**src/rtl/obx_pkg.sv**
```systemverilog
package obx_pkg;

  localparam logic [11:0] OFS_VIEW = 12'h900;
  localparam logic [11:0] OFS_CR1  = 12'h904;
  localparam logic [11:0] OFS_CR2  = 12'h908;
  localparam logic [11:0] OFS_BLO  = 12'h90C;
  localparam logic [11:0] OFS_BHI  = 12'h910;
  localparam logic [11:0] OFS_LIM  = 12'h914;
  localparam logic [11:0] OFS_TLO  = 12'h918;
  localparam logic [11:0] OFS_THI  = 12'h91C;

  localparam logic [4:0] XK_MEM  = 5'd0;
  localparam logic [4:0] XK_IO   = 5'd2;
  localparam logic [4:0] XK_CFG0 = 5'd4;
  localparam logic [4:0] XK_CFG1 = 5'd5;

  typedef struct packed {
    logic        en;
    logic [4:0]  kind;
    logic [31:0] base_lo;
    logic [31:0] base_hi;
    logic [31:0] lim_lo;
    logic [31:0] tgt_lo;
    logic [31:0] tgt_hi;
  } win_cfg_t;

  typedef struct packed {
    logic [63:0] addr;
    logic [4:0]  kind;
    logic        hit;
  } xl_beat_t;

endpackage

```
**src/rtl/obx_regs.sv**
```systemverilog
module obx_regs
  import obx_pkg::*;
#(
  parameter int NUM_WIN = 2
) (
  input  logic                      clk,
  input  logic                      rst_n,
  input  logic                      wr_en,
  input  logic [11:0]               addr,
  input  logic [31:0]               wdata,
  output logic [31:0]               rdata,
  output win_cfg_t [NUM_WIN-1:0]    cfg
);

  localparam int IDX_W = (NUM_WIN > 1) ? $clog2(NUM_WIN) : 1;

  logic             vp_dir;
  logic [IDX_W-1:0] vp_idx;
  logic             sel_ok;
  win_cfg_t         win_q [NUM_WIN];
  win_cfg_t         cur;

  assign sel_ok = !vp_dir && (int'(vp_idx) < NUM_WIN);

  // selector register
  always_ff @(posedge clk or negedge rst_n) begin
    if (!rst_n) begin
      vp_dir <= 1'b0;
      vp_idx <= '0;
    end else if (wr_en && addr == OFS_VIEW) begin
      vp_dir <= wdata[31];
      vp_idx <= wdata[IDX_W-1:0];
    end
  end

  // per-window storage, written only through an outbound selection
  always_ff @(posedge clk or negedge rst_n) begin
    if (!rst_n) begin
      for (int i = 0; i < NUM_WIN; i++) win_q[i] <= '0;
    end else if (wr_en && sel_ok) begin
      for (int i = 0; i < NUM_WIN; i++) begin
        if (vp_idx == IDX_W'(i)) begin
          case (addr)
            OFS_CR1: win_q[i].kind    <= wdata[4:0];
            OFS_CR2: win_q[i].en      <= wdata[31];
            OFS_BLO: win_q[i].base_lo <= wdata;
            OFS_BHI: win_q[i].base_hi <= wdata;
            OFS_LIM: win_q[i].lim_lo  <= wdata;
            OFS_TLO: win_q[i].tgt_lo  <= wdata;
            OFS_THI: win_q[i].tgt_hi  <= wdata;
            default: ;
          endcase
        end
      end
    end
  end

  for (genvar g = 0; g < NUM_WIN; g++) begin : g_cfg_out
    assign cfg[g] = win_q[g];
  end

  assign cur = win_q[vp_idx];

  always_comb begin
    rdata = '0;
    if (addr == OFS_VIEW) begin
      rdata[31]        = vp_dir;
      rdata[IDX_W-1:0] = vp_idx;
    end else if (sel_ok) begin
      case (addr)
        OFS_CR1: rdata = {27'b0, cur.kind};
        OFS_CR2: rdata = {cur.en, 31'b0};
        OFS_BLO: rdata = cur.base_lo;
        OFS_BHI: rdata = cur.base_hi;
        OFS_LIM: rdata = cur.lim_lo;
        OFS_TLO: rdata = cur.tgt_lo;
        OFS_THI: rdata = cur.tgt_hi;
        default: rdata = '0;
      endcase
    end
  end

  AST_INBOUND_WRITE_IGNORED: assert property (@(posedge clk) disable iff (!rst_n)
    (wr_en && vp_dir && addr != OFS_VIEW) |=> $stable(cfg)) else $error("inbound write changed a window");

  AST_IDLE_CFG_STABLE: assert property (@(posedge clk) disable iff (!rst_n)
    (!wr_en) |=> $stable(cfg)) else $error("window changed without a write");

endmodule

```
**src/rtl/obx_match.sv**
```systemverilog
module obx_match
  import obx_pkg::*;
(
  input  win_cfg_t    cfg,
  input  logic [63:0] addr,
  output logic        hit,
  output logic [63:0] xaddr
);

  logic [63:0] base;
  logic [63:0] top;
  logic [63:0] dest;

  assign base  = {cfg.base_hi, cfg.base_lo};
  assign top   = {cfg.base_hi, cfg.lim_lo};
  assign dest  = {cfg.tgt_hi, cfg.tgt_lo};
  assign hit   = cfg.en && (addr >= base) && (addr <= top);
  assign xaddr = dest + (addr - base);

endmodule

```
**src/rtl/obx_ostage.sv**
```systemverilog
module obx_ostage
  import obx_pkg::*;
(
  input  logic     clk,
  input  logic     rst_n,
  input  logic     in_valid,
  output logic     in_ready,
  input  xl_beat_t in_beat,
  output logic     out_valid,
  input  logic     out_ready,
  output xl_beat_t out_beat
);

  assign in_ready = !out_valid || out_ready;

  always_ff @(posedge clk or negedge rst_n) begin
    if (!rst_n) begin
      out_valid <= 1'b0;
      out_beat  <= '0;
    end else if (in_ready) begin
      out_valid <= in_valid;
      if (in_valid) out_beat <= in_beat;
    end
  end

  AST_STALL_HOLD: assert property (@(posedge clk) disable iff (!rst_n)
    (out_valid && !out_ready) |=> (out_valid && $stable(out_beat))) else $error("beat moved while stalled");

  AST_ACCEPT_LOADS: assert property (@(posedge clk) disable iff (!rst_n)
    (in_valid && in_ready) |=> out_valid) else $error("accepted beat lost");

endmodule

```
**src/rtl/obx_outbound_xlate.sv**
```systemverilog
module obx_outbound_xlate
  import obx_pkg::*;
#(
  parameter int NUM_WIN = 2
) (
  input  logic        clk,
  input  logic        rst_n,
  input  logic        reg_we,
  input  logic [11:0] reg_addr,
  input  logic [31:0] reg_wdata,
  output logic [31:0] reg_rdata,
  input  logic        req_valid,
  output logic        req_ready,
  input  logic [63:0] req_addr,
  output logic        rsp_valid,
  input  logic        rsp_ready,
  output logic [63:0] rsp_addr,
  output logic [4:0]  rsp_kind,
  output logic        rsp_hit
);

  win_cfg_t [NUM_WIN-1:0] cfg;
  logic     [NUM_WIN-1:0] win_hit;
  logic     [63:0]        win_xaddr [NUM_WIN];
  xl_beat_t               pick;
  xl_beat_t               beat_q;

  obx_regs #(.NUM_WIN(NUM_WIN)) u_regs (
    .clk   (clk),
    .rst_n (rst_n),
    .wr_en (reg_we),
    .addr  (reg_addr),
    .wdata (reg_wdata),
    .rdata (reg_rdata),
    .cfg   (cfg)
  );

  for (genvar g = 0; g < NUM_WIN; g++) begin : g_win
    obx_match u_match (
      .cfg   (cfg[g]),
      .addr  (req_addr),
      .hit   (win_hit[g]),
      .xaddr (win_xaddr[g])
    );
  end

  // lowest window index wins
  always_comb begin
    pick.addr = req_addr;
    pick.kind = XK_MEM;
    pick.hit  = 1'b0;
    for (int i = NUM_WIN - 1; i >= 0; i--) begin
      if (win_hit[i]) begin
        pick.addr = win_xaddr[i];
        pick.kind = cfg[i].kind;
        pick.hit  = 1'b1;
      end
    end
  end

  obx_ostage u_out (
    .clk       (clk),
    .rst_n     (rst_n),
    .in_valid  (req_valid),
    .in_ready  (req_ready),
    .in_beat   (pick),
    .out_valid (rsp_valid),
    .out_ready (rsp_ready),
    .out_beat  (beat_q)
  );

  assign rsp_addr = beat_q.addr;
  assign rsp_kind = beat_q.kind;
  assign rsp_hit  = beat_q.hit;

  AST_MISS_PASSTHRU: assert property (@(posedge clk) disable iff (!rst_n)
    (req_valid && req_ready && win_hit == '0) |=>
      (rsp_addr == $past(req_addr) && !rsp_hit && rsp_kind == XK_MEM)) else $error("miss altered");

  AST_HIT_FLAG: assert property (@(posedge clk) disable iff (!rst_n)
    (req_valid && req_ready) |=> (rsp_hit == $past(|win_hit))) else $error("hit flag wrong");

  AST_WIN0_FIRST: assert property (@(posedge clk) disable iff (!rst_n)
    (req_valid && req_ready && win_hit[0]) |=>
      (rsp_addr == $past(win_xaddr[0]) && rsp_kind == $past(cfg[0].kind))) else $error("priority");

  AST_READY_WHEN_EMPTY: assert property (@(posedge clk) disable iff (!rst_n)
    (!rsp_valid) |-> req_ready) else $error("ready low with empty stage");

endmodule

```
**config.mk**
```make
export PLATFORM = sky130hd
export DESIGN_NAME = obx_outbound_xlate
export DESIGN_NICKNAME = d
export VERILOG_FILES = /design/src/rtl/obx_pkg.sv /design/src/rtl/obx_regs.sv /design/src/rtl/obx_match.sv /design/src/rtl/obx_ostage.sv /design/src/rtl/obx_outbound_xlate.sv
export SDC_FILE = /design/constraint.sdc
export NUM_CORES = 2
export LEC_CHECK = 0
export BUFFER_PORTS_ARGS = -buffer_cell sky130_fd_sc_hd__buf_2
export CAP_MARGIN = 20
export CORE_ASPECT_RATIO = 0.6
export CORE_UTILIZATION = 52
export DETAILED_ROUTE_END_ITERATION = 16
export PLACE_DENSITY = 0.72
export SLEW_MARGIN = 20
export SYNTH_ARGS = -nofsm -noshare
export SYNTH_HDL_FRONTEND = slang
export SYNTH_HIERARCHICAL = 1
export SYNTH_SLANG_ARGS = --single-unit
export TNS_END_PERCENT = 20
```
**constraint.sdc**
```tcl
create_clock -name clk -period 3.6 [get_ports clk]
set_clock_uncertainty 0.1 [all_clocks]
set_input_delay 0.36 -clock clk [delete_from_list [all_inputs] [get_ports clk]]
set_output_delay 0.36 -clock clk [all_outputs]
set_load 0.02 [all_outputs]
```
* Word-level counts from Yosys, hierarchy flattened
Index checks and enable logic that the tools add are counted.
** Word-level totals
- Bits in registers :: 405
- Output and inout port bits :: 104
- Word-level logic and storage cells :: 73
- Input port bits :: 113
** Operators by class
- Muxes and demuxes :: 10
- Add/sub/neg operators :: 4
- Equality and inequality tests :: 8
- Bitwise gates (word level) :: 2
- Reduce and logical (&&, ||, !) cells :: 24
- Order comparisons :: 5
** Operator list (count)
- two-way mux 166 bit :: 3
- case mux 32 bit (7 select lines) :: 1
- two-way mux 70 bit :: 2
- adder 64 bit :: 2
- >= comparator 64 bit :: 2
- less-or-equal comparator 64 bit :: 2
- subtractor 64 bit :: 2
- equality test 12 bit, second input constant :: 8
- AND reduction 3 bit :: 14
- two-way mux 32 bit :: 1
- two-way mux 30 bit :: 1
- logical AND 1 bit :: 6
- >= comparator 2 bit, second input constant :: 1
- zero test 1 bit :: 2
- two-way mux 1 bit :: 2
- NOT 1 -> 2 bit :: 1
- AND reduction 2 bit :: 1
- logical OR 1 bit :: 1
- NOT 1 bit :: 1

* Logic depth before layout (Yosys ltp)
- Depth after elaboration :: 7
- Depth in mapped cells :: 18

* Hierarchy
The synthesis kept the hierarchy.
** Modules (own cells, without submodules)
- obx_regs :: cells each 1053, area each 15616.2 µm², instances 1, seq. area each 8358.0 µm²
- obx_match at g_win[1].u_match :: cells each 1215, area each 8415.6 µm², instances 1, seq. area each 0.0 µm²
- obx_match at g_win[0].u_match :: cells each 1206, area each 8358.0 µm², instances 1, seq. area each 0.0 µm²
- obx_ostage :: cells each 151, area each 2937.8 µm², instances 1, seq. area each 1776.7 µm²
- obx_outbound_xlate :: cells each 222, area each 1450.1 µm², instances 1, seq. area each 0.0 µm²

* Least setup slack after synthesis
OpenSTA, ideal clock, no wires.
- Path type :: flip-flop to flip-flop
- Start :: reg u_regs.win_q, in the netlist u_regs/cfg[205]
- End :: reg u_out/out_beat[58] (netlist bit)
- Arrival :: 3.610 ns
- Stages on the path, launching flop included :: 17
- Setup time :: 0.125 ns
- Required time :: 3.375 ns
- Period minus slack after synthesis :: 3.835 ns
- Path slack :: -0.235 ns
- Buffers on the path :: 0
- Cell sequence :: dfrtp_1 -> inv_1 -> fa_1 -> inv_1 -> ha_1 -> a211oi_2 -> o211ai_1 -> a21boi_1 -> a31oi_1 -> a211o_2 -> a32o_1 -> o2111a_1 -> or2_4 -> xor2_1 -> mux2i_1 -> o21ai_1 -> mux2_4
** RTL lines
- start: declaration :: line obx_regs.sv:20 : win_cfg_t win_q [NUM_WIN];
- end signal: assignment :: line obx_ostage.sv:22 : if (in_valid) out_beat <= in_beat;
- end: declaration :: line obx_ostage.sv:11 : output xl_beat_t out_beat

==> results_dict.tcl <==
set metrics [dict create \
    met3_usage 0.200 \
    leakage_nw 24.6 \
    die_width_um 345 \
    arrival_ns 4.75 \
    cp-start-kind "register" \
    cts_made_buffers 46 \
    cts.sinks 405 \
    timing.final.crit_share 1.21 \
    coreArea_um2 69900 \
    worstMarginPinSlew_ns 0.792 \
    drt_first_pass_iters 6 \
    dp_hpwl_mm 130 \
    synth.cell_area_um2 36800 \
    mostFrequentLayoutCells "buf_4 (938), inv_1 (687), dfrtp_1 (389)" \
    hold_end "u_regs/cfg[259]" \
    hold_violations 0 \
    synth_edf_count 0 \
    fmax_mhz 230 \
    synth_area_per_cell_um2 9.56 \
    track_usage 0.449 \
    cts.htree.levels 2 \
    antenna_found_initial 10 \
    die_area_um2 71800 \
    layout_setup_ws_ns -0.739 \
    drc 0 \
    cp_cell_sequence "inv_1, fa_1, inv_2, ha_4, a211oi_2, buf_4, o211ai_1, a21boi_2, a31oi_1, buf_4, a211o_4, a32o_2, o2111a_2, or2_4, xor2_1, mux2i_1, o21ai_1, mux2_4" \
    crit_required_ns 4.01 \
    rrSetupSlack_ns -0.74 \
    finalCriticalPeriod_ns 4.34 \
    synth_top_area_share 0.276 \
    final_util 0.720 \
    initial_core_util 0.526 \
    async_flop_share 1.00 \
    route.vias.total 35959 \
    globalplace.congestion 1.10 \
    grt_pass1_wl_mm 235 \
    cp_top_family "compound AO/OA/AOI/OAI gates" \
    timing.rr.end "u_out/out_beat[58]" \
    grt_pass1_vias 34245 \
    maxCapViolCount 0 \
    met2_usage 0.574 \
    synthesis.yosys.warnings 6 \
    rr_worst_depth 18 \
    powerDensity_nw_per_um2 290 \
    synth_top_area_cell "dfrtp_1" \
    std_cell_rows 75 \
    path_class "reg -> reg" \
    drive_above_1_share 0.430 \
    status "finished, violations left" \
    min_from "reg_wdata[29]" \
    cp.buffers_inverters 4 \
    overflow 0 \
    slew_headroom 0.466 \
    ant_nets 0 \
    clkLatencyLatePin_ns 0.63 \
    path_common_cell "buf_4" \
    layout.cells.most_common "buf_4" \
    grt_max_degree 82 \
    grt-busiest-layer "met1" \
    instances_no_fill 5925 \
    ir_drop_v 0.000371 \
    clk_pin_slew_ns 0.06 \
    initialDrtViolationCount 4971 \
    post_drt_wl_per_cell_um 27.9 \
    cts_tree "built" \
    hold_ws_ns 0.0603 \
    synthFlopType "dfrtp_1" \
    setup_viol 75 \
    numPortBuffers 216 \
    synth_nets 4404 \
    dieHeight_um 208 \
    hold_class "in -> reg" \
    yosys-top-cells-area "dfrtp_1 (28%), ha_1 (11%), mux2_2 (11%)" \
    synth_cells 3847 \
    critPathMaxStageDelay_ns 0.57 \
    finalWirelength_mm 165 \
    worst-path-max-fanout 3 \
    rsz0062_at_grt "yes" \
    failed_checks "setup timing" \
    clock_path_buffers 3 \
    drv_slew 0 \
    nets 5515 \
    slowest_stage "fa_1" \
    synth-seq-cells 405 \
    rr_startpoint "u_regs/cfg[204]" \
    yosysSeqAreaShare 0.276 \
    min_delay_path_depth 2 \
    dp_cells 5760 \
    placed_cell_area_um2 45700 \
    yosysUniqueCellTypes 96 \
    pre_cts_ws_ns -1.00 \
    avgViaCountPerCell 6.07 \
    num_io_pins 217 \
    grt_use_met1 0.668 \
    syn_to_final_growth_pct 36.8 \
    cts-root-buf "clkbuf_16" \
    worst_setup_path_end_kind "register" \
    final_cell_area_um2 50300 \
]
==> through the flow <==
stage | setup TNS, ns | power [W]
2_1_floorplan | -0.602 | 0.00687
5_1_grt | -31.85 | 0.0150
4_1_cts | -23.49 | 0.0142
3_5_place_dp | -50.90 | 0.00893
3_3_place_gp | -47.46 | 0.00889
6_report | -29.22 | 0.0146
==> cells in the mapped netlist (all sizes together), types with 4 or more instances <==
cell and count:
a221oi 6, mux4 45, o21ai 179, dfrtp 405
nand2b 16, a211o 5, and3 15, and4 4
a22oi 13, nor2b 24, o211ai 22, nand3 32
a311oi 7, o21a 15, nand2 193, a21oi 235
a22o 6, clkbuf 94, or3 4, buf 94
or4 4, nand4 89, o21bai 30, a222oi 4
nand3b 6, ha 318, xnor2 74, xor2 48
o22ai 16, nor3 33, mux2i 114, fa 126
a41oi 5, a21boi 6, a31oi 20, a211oi 22
and2 13, inv 724, o2bb2ai 11, a21o 137
nor4 18, nor2 119, or2 4, o31ai 7
mux2 442
==> logic make-up (layout without fill, tap and decap cells) <==
kind of cell / count (synthesis) / count (layout) / share of synthesized area
and+or+nand+nor: 582 / 582 / 0.0806
buffers and inverters: 912 / 2060 / 0.102
xor gates and xnor gates: 122 / 122 / 0.0291
muxes: 601 / 601 / 0.201
adders and majority gates: 444 / 444 / 0.177
DFF: 405 / 405 / 0.276
other: 0 / 6 / 0
AOI/OAI and AO/OA: 781 / 781 / 0.135
==> how the worst max path moves through the flow <==
stage | startpoint | end | cells past startpoint
5_1_grt | u_regs/cfg[300] | u_out/out_beat[58] | 17
4_1_cts | u_regs/cfg[300] | u_out/out_beat[58] | 17
2_1_floorplan | u_regs/cfg[172] | u_out/out_beat[69] | 16
6_report | u_regs/cfg[204] | u_out/out_beat[58] | 18
3_3_place_gp | req_addr[9] | u_out/out_beat[56] | 21
3_5_place_dp | req_addr[4] | u_out/out_beat[56] | 21
==> routing by layer <==
metal / part of all wire / up-vias
li1: - / 15488
met1: 0.42 / 17595
met2: 0.37 / 2537
met3: 0.17 / 329
met4: 0.033 / 10
met5: 0.00033 / -
==> state kept, by name, summed over array words and instances (netlist names) <==
register and flops:
u_out/out_beat 70, u_out/out_valid 1, u_regs/cfg 332, u_regs/vp_dir 1, u_regs/vp_idx 1
==> final cells by class <==
| cell class | count | area (um2) |
|---|---|---|
| well taps | 924 | 1160 |
| repair buffers | 1251 | 9730 |
| inverters | 724 | 2720 |
| flip-flops and latches | 405 | 10200 |
| diodes | 6 | 15.0 |
| fillers | 5165 | 19600 |
| clock inverters | 26 | 278 |
| clock buffers | 59 | 1290 |
| multi-input cells | 2530 | 25000 |
==> power by group <==
part	leakage [nW]	switching [W]	internal, W
Clock	0.759	0.00223	0.00285
Sequential	5.48	0.0000800	0.00467
Combinational	18.3	0.00267	0.00212
==> worst register-to-register path, delay by kind of cell (launching register included) <==
family                     cells  cell delay [ns]
adders and majority gates      2             0.73
AOI/OAI and AO/OA              8             1.68
xor gates and xnor gates       1             0.15
and+or+nand+nor                1             0.27
muxes                          2             0.49
DFF                            1             0.38
buffers and inverters          4             0.47
==> timing repair <==
item / in CTS / in global routing
hold buffers: 3 / 0
cloned: 6 / 2
buffers inserted: 44 / 32
endpoints found under the setup margin: 79 / 84
hold endpoints to repair: 74 / 0
pin swaps: 126 / 85
resized for setup: 312 / 214
No activity file was read; power rests on OpenSTA's default activity.
